## src/rtl/fp_round_pack.sv

```systemverilog
module fp_round_pack #(
  parameter int EXP_W  = 8,
  parameter int FRAC_W = 23,
  localparam int SIG_W  = FRAC_W + 1,
  localparam int WORD_W = 1 + EXP_W + FRAC_W
) (
  input  logic              clk,
  input  logic              rst_n,
  input  logic              cfg_we,
  input  logic [1:0]        cfg_mode,
  input  logic              in_valid,
  output logic              in_ready,
  input  logic              in_sign,
  input  logic [EXP_W-1:0]  in_exp,
  input  logic [SIG_W-1:0]  in_sig,
  input  logic [1:0]        in_grd,
  input  logic              in_sticky,
  output logic              out_valid,
  input  logic              out_ready,
  output logic [WORD_W-1:0] out_word,
  output logic              out_inexact,
  output logic              out_overflow
);
  localparam logic [1:0] M_NEAR = 2'b00;
  localparam logic [1:0] M_ZERO = 2'b01;
  localparam logic [1:0] M_POS  = 2'b10;
  localparam logic [1:0] M_NEG  = 2'b11;
  localparam logic [EXP_W:0] E_TOP = (EXP_W+1)'((1 << EXP_W) - 1);

  logic [1:0]       mode;
  logic             lost, bump;
  logic [SIG_W:0]   sum;
  logic [EXP_W:0]   exp_n;
  logic [FRAC_W-1:0] frac_n;
  logic             ovf;
  logic [WORD_W-1:0] word_n;

  assign lost = |in_grd | in_sticky;

  always_comb begin
    unique case (mode)
      M_NEAR:  bump = in_grd[1] & (in_grd[0] | in_sticky | in_sig[0]);
      M_ZERO:  bump = 1'b0;
      M_POS:   bump = lost & ~in_sign;
      M_NEG:   bump = lost & in_sign;
      default: bump = 1'b0;
    endcase
  end

  assign sum = {1'b0, in_sig} + (SIG_W+1)'(bump);

  always_comb begin
    exp_n  = {1'b0, in_exp};
    frac_n = sum[FRAC_W-1:0];
    if (sum[SIG_W]) begin
      exp_n  = {1'b0, in_exp} + 1'b1;
      frac_n = sum[SIG_W-1:1];
    end else if (in_exp == '0 && sum[SIG_W-1]) begin
      exp_n  = (EXP_W+1)'(1);
    end
  end

  assign ovf    = exp_n >= E_TOP;
  assign word_n = ovf ? {in_sign, {EXP_W{1'b1}}, {FRAC_W{1'b0}}}
                      : {in_sign, exp_n[EXP_W-1:0], frac_n};

  assign in_ready = ~out_valid | out_ready;

  always_ff @(posedge clk) begin
    if (!rst_n) begin
      mode         <= M_NEAR;
      out_valid    <= 1'b0;
      out_word     <= '0;
      out_inexact  <= 1'b0;
      out_overflow <= 1'b0;
    end else begin
      if (cfg_we) mode <= cfg_mode;
      if (in_valid && in_ready) begin
        out_valid    <= 1'b1;
        out_word     <= word_n;
        out_inexact  <= lost;
        out_overflow <= ovf;
      end else if (out_ready) begin
        out_valid <= 1'b0;
      end
    end
  end
endmodule

```

## config.mk

```make
export PLATFORM = sky130hd
export DESIGN_NAME = fp_round_pack
export DESIGN_NICKNAME = d
export VERILOG_FILES = /design/src/rtl/fp_round_pack.sv
export SDC_FILE = /design/constraint.sdc
export NUM_CORES = 1
export LEC_CHECK = 0
export ABC_AREA = 1
export BUFFER_PORTS_ARGS = -buffer_cell sky130_fd_sc_hd__buf_2
export CORE_ASPECT_RATIO = 1.75
export CORE_MARGIN = 2
export CORE_UTILIZATION = 45
export DETAILED_ROUTE_END_ITERATION = 8
export PLACE_DENSITY = 0.73
export SLEW_MARGIN = 20
export SYNTH_ARGS = -nofsm -noshare
export SYNTH_HDL_FRONTEND = slang
export SYNTH_SLANG_ARGS = --single-unit
```

## constraint.sdc

```tcl
create_clock -name clk -period 3.2 [get_ports clk]
set_clock_uncertainty 0.1 [all_clocks]
set_input_delay 0.48 -clock clk [delete_from_list [all_inputs] [get_ports clk]]
set_output_delay 0.48 -clock clk [all_outputs]
set_load 0.005 [all_outputs]
```

# == Word level (Yosys, flattened, before mapping) ==
# Index checks and enable logic that the tools add are counted.
# totals
regBits,37
in_bits,43
output_inout_bits,36
wordCells,33
# op_classes
add_sub_neg,2
magnitude_cmp,1
n_eq_ne,3
n_mux,7
bitwise_logic,9
reduce_logical,6
# op_table
operator,count
$mux 31,1
$add 24x1->25,1
$mux 23,1
$add 8x1->9 const B,1
$ge 9x8->1 const B,1
$mux 9,1
$logic_not 8->1,1
$mux 8,1
$eq 2x2->1 const B,2
$or 1x1->1,4
$pmux 1 s4,1
$and 1x1->1,3
$eq 2x1->1 const B,1
$logic_and 1x1->1,2
$logic_not 2->1,1
$mux 1,2
$not 1->1,2
$reduce_bool 2->1,1
$reduce_or 2->1,1

# == Depth between registers and ports, before layout ==
# Gate-level depths: netlist of the first run.
# logic_depth
depth_word,10
ltp_mapped,19
mapped_depth_nobuf,19

# == Worst setup path before layout of the first run ==
# OpenSTA, ideal clock, no wires.
# synth_path
path_kind,input port to flip-flop
start,input port in_sticky
end,register out_word[2]
setup_ns,0.130
t_arrival_ns,2.629
required_ns,2.970
path_slack_ns,0.341
path_stages,18
n_path_buf,1
path_cell_list,or3_1 -> a21oi_1 -> a311oi_1 -> ha_1 -> ha_1 -> nand2_2 -> inv_2 -> nand2_1 -> nor2_4 -> nand2_4 -> clkinv_4 -> nand2_1 -> o21ai_2 -> nor2_2 -> nand4_4 -> buf_8 -> nand4_2 -> a21oi_1
# synth_between
elab_chain_len,10
elab_cells_between_ends,14
cone_classes,1 x add/sub; 1 x order compare; 5 x mux; 6 x bitwise; 1 x reduce/logical
# synth_rtl
item,line,rtl
from (decl),17,"input logic in_sticky,"
$or 1x1->1 (2 in a row),42,M_NEAR: bump = in_grd[1] & (in_grd[0] | in_sticky | in_sig[0]);
$and 1x1->1,42,
$pmux 1 s4 (*),41,unique case (mode)
$add 24x1->25 (*),50,"assign sum = {1'b0, in_sig} + (SIG_W+1)'(bump);"
$logic_and 1x1->1,58,end else if (in_exp == '0 && sum[SIG_W-1]) begin
$mux 8,58,
$mux 9,55,if (sum[SIG_W]) begin
$ge 9x8->1,63,assign ovf = exp_n >= E_TOP;
$mux 31 (*),64,"assign word_n = ovf ? {in_sign, {EXP_W{1'b1}}, {FRAC_W{1'b0}}}"
to (signal assigned),80,out_word <= word_n;
to (decl),20,"output logic [WORD_W-1:0] out_word,"
# Mark *: on every way between the ends. The rest lies on a longest branch, timed or not.
# A chain may end at the register's enable or synchronous reset.

# == Worst setup path after layout of the first run ==
# layout_path
start,register mode[1]
end,register out_word[8]
# layout_between
elab_chain_len,8
elab_cells_between_ends,12
cone_classes,1 x add/sub; 1 x order compare; 3 x eq/ne; 5 x mux; 2 x reduce/logical
# layout_rtl
item,line,rtl
from (decl),30,logic [1:0] mode;
from (signal assigned),77,if (cfg_we) mode <= cfg_mode;
$eq 2x2->1 (tied with other cells),41,
$pmux 1 s4 (*),41,
$add 24x1->25 (*),50,
$logic_and 1x1->1,58,
$mux 8,58,
$mux 9,55,
$ge 9x8->1,63,
$mux 31 (*),64,
# Marked as above.

==> impl_metrics.toml, run 1 <==
[run_status]
status = "finished clean"

[die]
rows = 37
ios = 79
die_y_um = 106
fp.dieArea_um2 = 6630
die-width_um = 62.4
coreArea_um2 = 5830
start_util_pct = 46.1

[worst_setup_path]
timing.rr.start = "mode[1]"
cp-startpoint = "mode[1]"
cp-endpoint = "out_word[8]"
ff2ff_path_depth = 18
r2r_slack_ns = 0.24
max_stage_delay_ns = 0.37
crit_cells = 18
cpMostUsedCell = "nand2_1"
arrival_ns = 3.02
endpoint_kind = "register"
worstSetupPathType = "reg2reg"
rr_endpoint = "out_word[8]"
cp_max_fo = 21
critPathTopFamily = "simple AND/OR/NAND/NOR gates"
path_buf_inv = 3
crit_required_ns = 3.26
startpoint_type = "register"
crit_path_cell_trace = "nand2_1, xor2_1, a311oi_1, ha_2, ha_1, nand2_2, buf_4, nor2_4, nand3_2, nor2_4, nand3b_4, inv_1, nand2_1, nand2_1, nand4_4, buf_12, nand4_1, a21oi_1"
cp_slowest_cell = "dfxtp_1"

[global_routing]
gr-total-overflow = 0
grt_pass1_wl_mm = 11.1
antenna_found_initial = 0
grt_pass1_vias = 2543
globalRouteTotalUtil_pct = 20.5
grt_max_degree = 32

[clock_network]
cts_hold_buf = 0
cts_tree = "yes"
numCtsBuffers = 5
cts_buffer_depth = 2
clkTransAtPathRegs_ns = 0.08
clockRootBuffer = "clkbuf_8"
clk_latency_ns = 0.29
clkSinkCount = 37
htree_levels = 2

[routing]
top_layer = "met4"
drt-wirelength-per-cell_um = 12.0
drt_first_iter_violations = 95
vias = 2820
routed_wl_mm = 6.72
drc = 0
drtPass1Iterations = 4
antenna_left = 0
met1Wirelength_mm = 2.75
via_per_inst = 5.02
met2WireLength_mm = 3.43
wl_met3_um = 286

[yosys]
synth_top_area_share_pct = 27.6
yosys.area.top_type = "dfxtp_1"
syn_area_um2 = 2690
yosysUniqueCellTypes = 38
ys_seq_area_share_pct = 27.6
yosysMostFrequentCell = "nand2_1"
ys_ff_latch = 37
synth_edf_count = 0
yosysWarnings = 0
async_reset_ff_share_pct = 0
synth_common_cells = "94 x nand2_1, 48 x nor2_1, 39 x inv_1, 37 x dfxtp_1, 33 x o21ai_0"
ys.flop_type = "dfxtp_1"
ys_top_cells_by_area = "dfxtp_1 28%, nand2_1 13%, nor2_1 6.7%"
synthesis.nets = 451
synth.avg_cell_area_um2 = 6.65
netlist_instances = 404

[cells_and_area]
final_util_pct = 56.6
final_nets = 530
num_antenna_cells = 0
drive_above_1_share_pct = 28.3
area_growth_pct = 23.0
fin_area_um2 = 3300
final_cells = 562

[pwr]
power.total_w = 0.00116
p_int_w = 0.000831
p_comb_share_pct = 21.0
max-vdd-ir-drop_uv = 152
clkPwrFrac_pct = 35.0
leakagePower_nw = 1.71
p_sw_w = 0.000331
sw_frac_of_total_pct = 28.5
seqPwrFrac_pct = 44.0
power_density_nw_per_um2 = 352

[placed_design]
gp_congestion = 0.904
port_buffers = 78
place_area_um2 = 3180
dpl.hpwl_mm = 5.47
dp.cells = 554

[timing]
finalCriticalPeriod_ns = 2.96
fmax_ghz = 0.338
finalHoldViolations = 0
setup_violations = 0
holdWs_ns = 0.316
slew_headroom_pct = 56.3
tightest_slew_ns = 0.655
drv_slew = 0
fin_crit_sh_pct = 92.5

[worst_hold_path]
hold_path.class = "in2reg"
min_from = "cfg_mode[1]"

[job]
maxCapViolations = 0
## per-stage QoR
step / setup TNS [ns] / setup WS, ns
2_1_floorplan: 0 / 0.341
5_1_grt: -0.111 / -0.0228
4_1_cts: 0 / 0.192
6_report: 0 / 0.239
3_3_place_gp: 0 / 0.0327
3_5_place_dp: 0 / 0.0152
## area by class of cell
cell class / instances / area, µm²
timing repair buffer: 88 / 490
clock inverter: 3 / 46.3
fill: 617 / 2530
clock buffer: 5 / 68.8
multi-input combinational: 307 / 1690
sequential: 37 / 741
inverter: 44 / 170
tap: 78 / 97.6
## power by group through the flow
stage	combinational [W]	clock [W]	sequential [W]
after global placement	0.000241	0	0.000521
after detailed placement	0.000245	0	0.000521
after floorplan	0.000138	0	0.000524
final	0.000244	0.000407	0.000511
after global routing	0.000279	0.000434	0.000514
after CTS	0.000246	0.000418	0.000511
## sequential cells by signal (all words and copies together) (netlist names)
signal	cells
out_valid	1
out_word	32
out_inexact	1
mode	2
out_overflow	1
## worst min-delay path, cell delays in order
cell,delay [ns]
buf_2,0.07
nor2_1,0.03
nor2_1,0.09
## layout by cell type, fill, tap and decap left out, drive strengths merged, types with 2 or more instances in the layout
cell	Yosys	layout
nand3	25	25
xnor2	5	5
nor2	56	56
clkbuf	9	5
clkinv	1	2
inv	43	43
nand3b	4	4
xor2	16	16
nand4	21	21
nand2	100	100
buf	7	88
ha	4	4
dfxtp	37	37
a21oi	29	29
or2	2	2
nor3	4	4
o21ai	35	35
## repair_timing
| item | in CTS | in global routing |
|---|---|---|
| endpoints found under the setup margin | 0 | 4 |
| gates resized for setup | 0 | 3 |
| buffers inserted | 0 | 0 |
## per-layer routing
metal,track usage [%],vias up
met3,2.01,17
met2,36.3,74
met5,0,-
met4,11.3,0
li1,-,1480
met1,23.9,1249
## logic make-up after synthesis
kind of cell	share of synthesized area, %
compound gates	13.1
mux	0.373
simple gates	40.5
flops	27.6
buf+inv	9.73
fa+ha+maj	1.86
xor+xnor	6.85
## worst min-delay path by stage
stage,endpoint,slack [ns],cells past startpoint
2_1_floorplan,mode[0],0.35,2
3_3_place_gp,out_word[4],0.35,2
3_5_place_dp,out_word[4],0.35,2
4_1_cts,mode[1],0.31,3
5_1_grt,mode[1],0.35,3
6_report,mode[1],0.32,3
No activity file was read; power rests on OpenSTA's default activity.
==> inputs of run 2 (changes only) <==
--- a/config.mk
+++ b/config.mk
@@ -7,12 +7,13 @@
 export LEC_CHECK = 0
 export ABC_AREA = 1
 export BUFFER_PORTS_ARGS = -buffer_cell sky130_fd_sc_hd__buf_2
-export CORE_ASPECT_RATIO = 1.75
+export CELL_PAD_IN_SITES_DETAIL_PLACEMENT = 0
+export CELL_PAD_IN_SITES_GLOBAL_PLACEMENT = 1
+export CORE_ASPECT_RATIO = 0.7
 export CORE_MARGIN = 2
-export CORE_UTILIZATION = 45
+export CORE_UTILIZATION = 36
 export DETAILED_ROUTE_END_ITERATION = 8
-export PLACE_DENSITY = 0.73
-export SLEW_MARGIN = 20
+export PLACE_DENSITY = 0.82
 export SYNTH_ARGS = -nofsm -noshare
 export SYNTH_HDL_FRONTEND = slang
 export SYNTH_SLANG_ARGS = --single-unit
==> run 2 against run 1 <==
Effect of this change: sequential share of layout area barely moved; routed wire length increased by 8.5%; register-to-register slack hardly changed; non-clock buffer count rose by 1; global-route usage decreased by 2.3 points; via count shrank 1.5%; final area is 0.15% higher; total power fell by 2.5%; combinational power about the same.
==> impl_metrics.toml, run 2 (synthesized netlist as in run 1, its figures left out) <==
[run_status]
status = "finished clean"

[worst_setup_path]
endpoint_kind = "register"
critPathTopFamily = "simple AND/OR/NAND/NOR gates"
cp_max_fo = 13
cpMostUsedCell = "nand2_1"
crit_path_cell_trace = "nand2_1, xor2_1, a311oi_1, ha_1, ha_1, nand2_2, nor2_4, nand3_2, nor2_4, nand3b_4, nand2_1, inv_1, nand2_1, nand2_1, nand4_4, buf_12, nand2_2, o21ai_0, inv_1"
startpoint_type = "register"
cp_slowest_cell = "dfxtp_2"
worstSetupPathType = "reg2reg"
path_buf_inv = 3
crit_required_ns = 3.29
arrival_ns = 3.04
max_stage_delay_ns = 0.36

[cells_and_area]
area_growth_pct = 23.2
reg_top3 = "out_word: 32 flops, mode: 2 flops"
drive_above_1_share_pct = 28.2
layout_common_cells = "94 x nand2_1, 78 x buf_2, 48 x nor2_1"
final_common_cell = "nand2_1"
final_cells = 583
largest_register_ffs = 32
num_antenna_cells = 0
final_nets = 531
top_register = "out_word"

[global_routing]
grt_pass1_wl_mm = 12.0
globalRouteTotalUtil_pct = 18.2
gr-total-overflow = 0
grt_max_degree = 32
antenna_found_initial = 0
grt_pass1_vias = 2454

[routing]
drt-wirelength-per-cell_um = 12.5
drt_first_iter_violations = 152
via_per_inst = 4.77
routed_wl_mm = 7.29
vias = 2779
drtPass1Iterations = 4
antenna_left = 0
drc = 0

[placed_design]
dp.cells = 575
port_buffers = 78
gp_congestion = 0.910
dpl.hpwl_mm = 5.88

[pwr]
seqPwrFrac_pct = 45.2
power.total_w = 0.00113
leakagePower_nw = 1.71
p_comb_share_pct = 21.7
sw_frac_of_total_pct = 29.8
p_int_w = 0.000795
power_density_nw_per_um2 = 342
max-vdd-ir-drop_uv = 145
p_sw_w = 0.000337
clkPwrFrac_pct = 33.1

[die]
coreArea_um2 = 7250
fp.dieArea_um2 = 8180
die-width_um = 107
rows = 26
ios = 79
start_util_pct = 37.0
die_y_um = 76.3

[clock_network]
cts_buffer_depth = 2
postCtsSetupBuffers = 0
cts_hold_buf = 0
htree_levels = 2
numCtsBuffers = 5
cts_tree = "yes"
clockRootBuffer = "clkbuf_8"
clkSinkCount = 37
clk_latency_ns = 0.29
clkTransAtPathRegs_ns = 0.08

[timing]
finalHoldViolations = 0
drv_slew = 0
fin_tns_setup_ns = 0
tightest_slew_ns = 0.605
setup_violations = 0
fin_crit_sh_pct = 92.2
slew_headroom_pct = 59.6
fmax_ghz = 0.339
finalCriticalPeriod_ns = 2.95
grt_setup_unrepaired = "false"

[worst_hold_path]
hold_path.class = "in2reg"

[job]
maxCapViolations = 0
==> run 2: routing by layer <==
| layer | part of all wire, % | GRT usage (%) |
|---|---|---|
| met1 | 54 | 28.1 |
| met3 | 5.1 | 3.76 |
| met4 | 0.52 | 3.12 |
| met2 | 41 | 25.9 |
| met5 | 0 | 0 |
==> run 2: worst paths after layout <==
kind | startpoint | end | slack, ns | cells after the start
worst max-delay path | mode[1] | out_word[28] | 0.25 | 19
worst min-delay path | cfg_mode[1] | mode[1] | 0.31 | 3
worst max register to register | mode[1] | out_word[28] | 0.25 | 19
worst min register to register | out_word[4] | out_word[4] | 0.37 | 2
==> run 2: cell type report <==
cell class	count	area [µm²]
Clock buffer	7	96.3
Clock inverter	1	8.76
Fill cell	787	3950
Inverter	44	170
Multi-Input combinational cell	307	1680
Sequential cell	37	742
Tap cell	98	123
Timing Repair Buffer	89	485
==> run 2: worst register-to-register path: stages (launching register included) <==
cell and delay [ns]:
dfxtp_2 0.36, nand2_1 0.06, xor2_1 0.15, a311oi_1 0.25, ha_1 0.21, ha_1 0.18
nand2_2 0.10, nor2_4 0.13, nand3_2 0.12, nor2_4 0.15, nand3b_4 0.14, nand2_1 0.09
inv_1 0.04, nand2_1 0.07, nand2_1 0.10, nand4_4 0.12, buf_12 0.14, nand2_2 0.11
o21ai_0 0.17, inv_1 0.05
==> run 2: power by group through the flow <==
stage | registers (W) | clock network (W) | logic (W)
final | 0.000511 | 0.000375 | 0.000246
after global routing | 0.000516 | 0.000412 | 0.000279
after CTS | 0.000512 | 0.000387 | 0.000247
after detailed placement | 0.000522 | 0 | 0.000246
after global placement | 0.000522 | 0 | 0.000245
after floorplan | 0.000524 | 0 | 0.000138
==> run 2: per-stage QoR <==
| step | setup slack (ns) | util [%] | instance area (µm²) | hold slack [ns] |
|---|---|---|---|---|
| floorplan | 0.341 | - | 2690 | 0.351 |
| detailed placement | 0.0132 | 44.2 | 3200 | 0.356 |
| global placement | 0.0306 | 44.2 | 3200 | 0.352 |
| CTS | 0.200 | 45.6 | 3310 | 0.310 |
| finish | 0.251 | 45.6 | 3310 | 0.309 |
| global route | 0.0146 | 45.6 | 3310 | 0.310 |
==> run 2: timing repair <==
| action | CTS | global route |
|---|---|---|
| endpoints found under the setup margin | 0 | 9 |
| hold endpoints to repair | 0 | 0 |
| gates resized for setup | 0 | 1 |
==> inputs of run 3 (changes only) <==
--- a/config.mk
+++ b/config.mk
@@ -5,7 +5,7 @@
 export SDC_FILE = /design/constraint.sdc
 export NUM_CORES = 1
 export LEC_CHECK = 0
-export ABC_AREA = 1
+export ABC_AREA = 0
 export BUFFER_PORTS_ARGS = -buffer_cell sky130_fd_sc_hd__buf_2
 export CELL_PAD_IN_SITES_DETAIL_PLACEMENT = 0
 export CELL_PAD_IN_SITES_GLOBAL_PLACEMENT = 1
==> run 3 against run 2 <==
Effect of this change: total power decreased by 7.6%; combinational power decreased by 13%; fmax rose by 2.1%; sequential cell count stayed put; final area is 10% lower; register-to-register slack improved by 0.06 ns; sequential share of layout area is 2.6 points higher; highest routed layer unchanged.
==> impl_metrics.toml, run 3 <==
[run_status]
status = "finished clean"

[yosys]
synth_edf_count = 0
yosys.area.top_type = "dfxtp_1"
ys.flop_type = "dfxtp_1"
ys_seq_area_share_pct = 33.1
async_reset_ff_share_pct = 0
ys_top_cells_by_area = "dfxtp_1 33%, nand2_1 7.5%, o31ai_2 5.6%"
synthesis.nets = 313
syn_area_um2 = 2240
ys_ff_latch = 37
yosysMostFrequentCell = "nand2_1"
yosysWarnings = 0
synth_top_area_share_pct = 33.1
yosysUniqueCellTypes = 46
netlist_instances = 266
synth_common_cells = "45 x nand2_1, 37 x dfxtp_1, 26 x nor2_1, 23 x nand3_1, 13 x xnor2_1"
synth.avg_cell_area_um2 = 8.42

[global_routing]
grt_pass1_wl_mm = 10.1
globalRouteTotalUtil_pct = 18.2
gr-total-overflow = 0
grt_max_degree = 23
grt_pass1_vias = 2051
antenna_found_initial = 0

[timing]
finalCriticalPeriod_ns = 2.89
slew_headroom_pct = 56.4
setup_slack_ns = 0.312
fmax_ghz = 0.346
finalHoldViolations = 0
setup_violations = 0
fin_tns_setup_ns = 0
holdWs_ns = 0.348
grt_setup_unrepaired = "false"
tightest_slew_ns = 0.654
fin_crit_sh_pct = 90.2
drv_slew = 0

[routing]
drt_first_iter_violations = 121
drtPass1Iterations = 5
drc = 0
routed_wl_mm = 6.10
drt-wirelength-per-cell_um = 13.8
antenna_left = 0
via_per_inst = 5.09
vias = 2248

[cells_and_area]
top_register = "out_word"
drive_above_1_share_pct = 36.8
layout_common_cells = "78 x buf_2, 45 x nand2_1, 37 x dfxtp_1"
final_common_cell = "buf_2"
area_growth_pct = 32.4
reg_top3 = "out_word: 32 flops, mode: 2 flops"
final_cells = 442
num_antenna_cells = 0
final_nets = 413
largest_register_ffs = 32

[die]
coreArea_um2 = 5870
ios = 79
die-width_um = 98.2
fp.dieArea_um2 = 6870
start_util_pct = 38.1
rows = 23
die_y_um = 70.0

[job]
maxCapViolations = 0

[pwr]
power_density_nw_per_um2 = 353
leakagePower_nw = 1.30
power.total_w = 0.00105
max-vdd-ir-drop_uv = 156

[clock_network]
htree_levels = 2
clkTransAtPathRegs_ns = 0.07
clockRootBuffer = "clkbuf_8"
clkSinkCount = 37
cts_buffer_depth = 2
numCtsBuffers = 5
cts_tree = "yes"
clk_latency_ns = 0.28

[worst_setup_path]
cp_max_fo = 8
endpoint_kind = "register"
crit_required_ns = 3.30
startpoint_type = "register"
arrival_ns = 2.99
worstSetupPathType = "reg2reg"
ff2ff_path_depth = 15

[placed_design]
port_buffers = 78
gp_congestion = 0.872
dpl.hpwl_mm = 4.81
dp.cells = 433
dp_slack_ns = -0.379

[worst_hold_path]
hold_path.class = "in2reg"
worst_hold_path.num_cells = 3
[run 3: changes by cell type after synthesis, moves of 5 or more]
cell / delta
a21oi_1: -19
inv_1: -33
nand2_1: -49
nand2_2: -5
nand3_2: -6
nand4_1: -10
nor2_1: -22
nor2_4: -5
o21ai_0: -22
o31ai_1: +12
o31ai_2: +10
xnor2_1: +8
xor2_1: -6
[run 3: metrics by stage]
stage / utilization (%) / area (µm²)
3_5_place_dp: 48.5 / 2850
5_1_grt: 50.5 / 2960
4_1_cts: 50.3 / 2960
2_1_floorplan: - / 2240
3_3_place_gp: 48.5 / 2850
6_report: 50.5 / 2960
[run 3: area by class of cell]
class                      instances  area (µm²)
fill                             583        2910
multi-input combinational        214        1440
clock buffer                       5        68.8
timing repair buffer             102         583
inverter                           6        22.5
clock inverter                     3        17.5
tap                               75        93.8
sequential                        37         741
[run 3: per-layer routing]
| metal | GRT usage, % | up-vias | share of wire, % |
|---|---|---|---|
| li1 | - | 1147 | - |
| met1 | 27.4 | 1021 | 53 |
| met2 | 26.0 | 75 | 40 |
| met3 | 4.50 | 5 | 6.9 |
| met4 | 4.11 | 0 | 0.61 |
| met5 | 0 | - | 0 |
[run 3: final timing paths]
kind,slack [ns],start,endpoint
setup / recovery,0.31,mode[1],out_word[18]
hold / removal,0.35,in_valid,out_valid
setup reg to reg,0.31,mode[1],out_word[18]
hold reg to reg,0.35,out_word[9],out_word[9]
[run 3: where the power goes]
part	switching (W)	internal, W
registers	0.0000146	0.000492
clock network	0.000176	0.000150
logic	0.000115	0.0000981
[run 3: cells by family after synthesis]
kind of cell | count (synthesis) | synth area share [%]
muxes | 6 | 2.79
buffers and inverters | 15 | 3.07
AOI/OAI and AO/OA | 57 | 20.3
adders and majority gates | 4 | 2.24
xor gates and xnor gates | 23 | 9.00
and+or+nand+nor | 124 | 29.5
DFF | 37 | 33.1
[run 3: repair_timing]
action	CTS	global route
setup endpoints to repair	18	2
pin swaps	1	0
gates cloned	0	0
setup buffers	1	0
gates resized for setup	0	1
hold buffers	0	0
[run 3: worst max-delay path, cell delays in order (launching register included)]
cell and delay, ns:
dfxtp_1 0.34, nand2_1 0.06, a21oi_1 0.13, o21ai_0 0.10
nor2_1 0.11, ha_1 0.18, ha_1 0.17, nand3_1 0.11
nor3_2 0.28, buf_4 0.21, nand2_1 0.09, buf_4 0.18
nor2_1 0.29, buf_4 0.21, nor2_1 0.06, o31ai_2 0.18
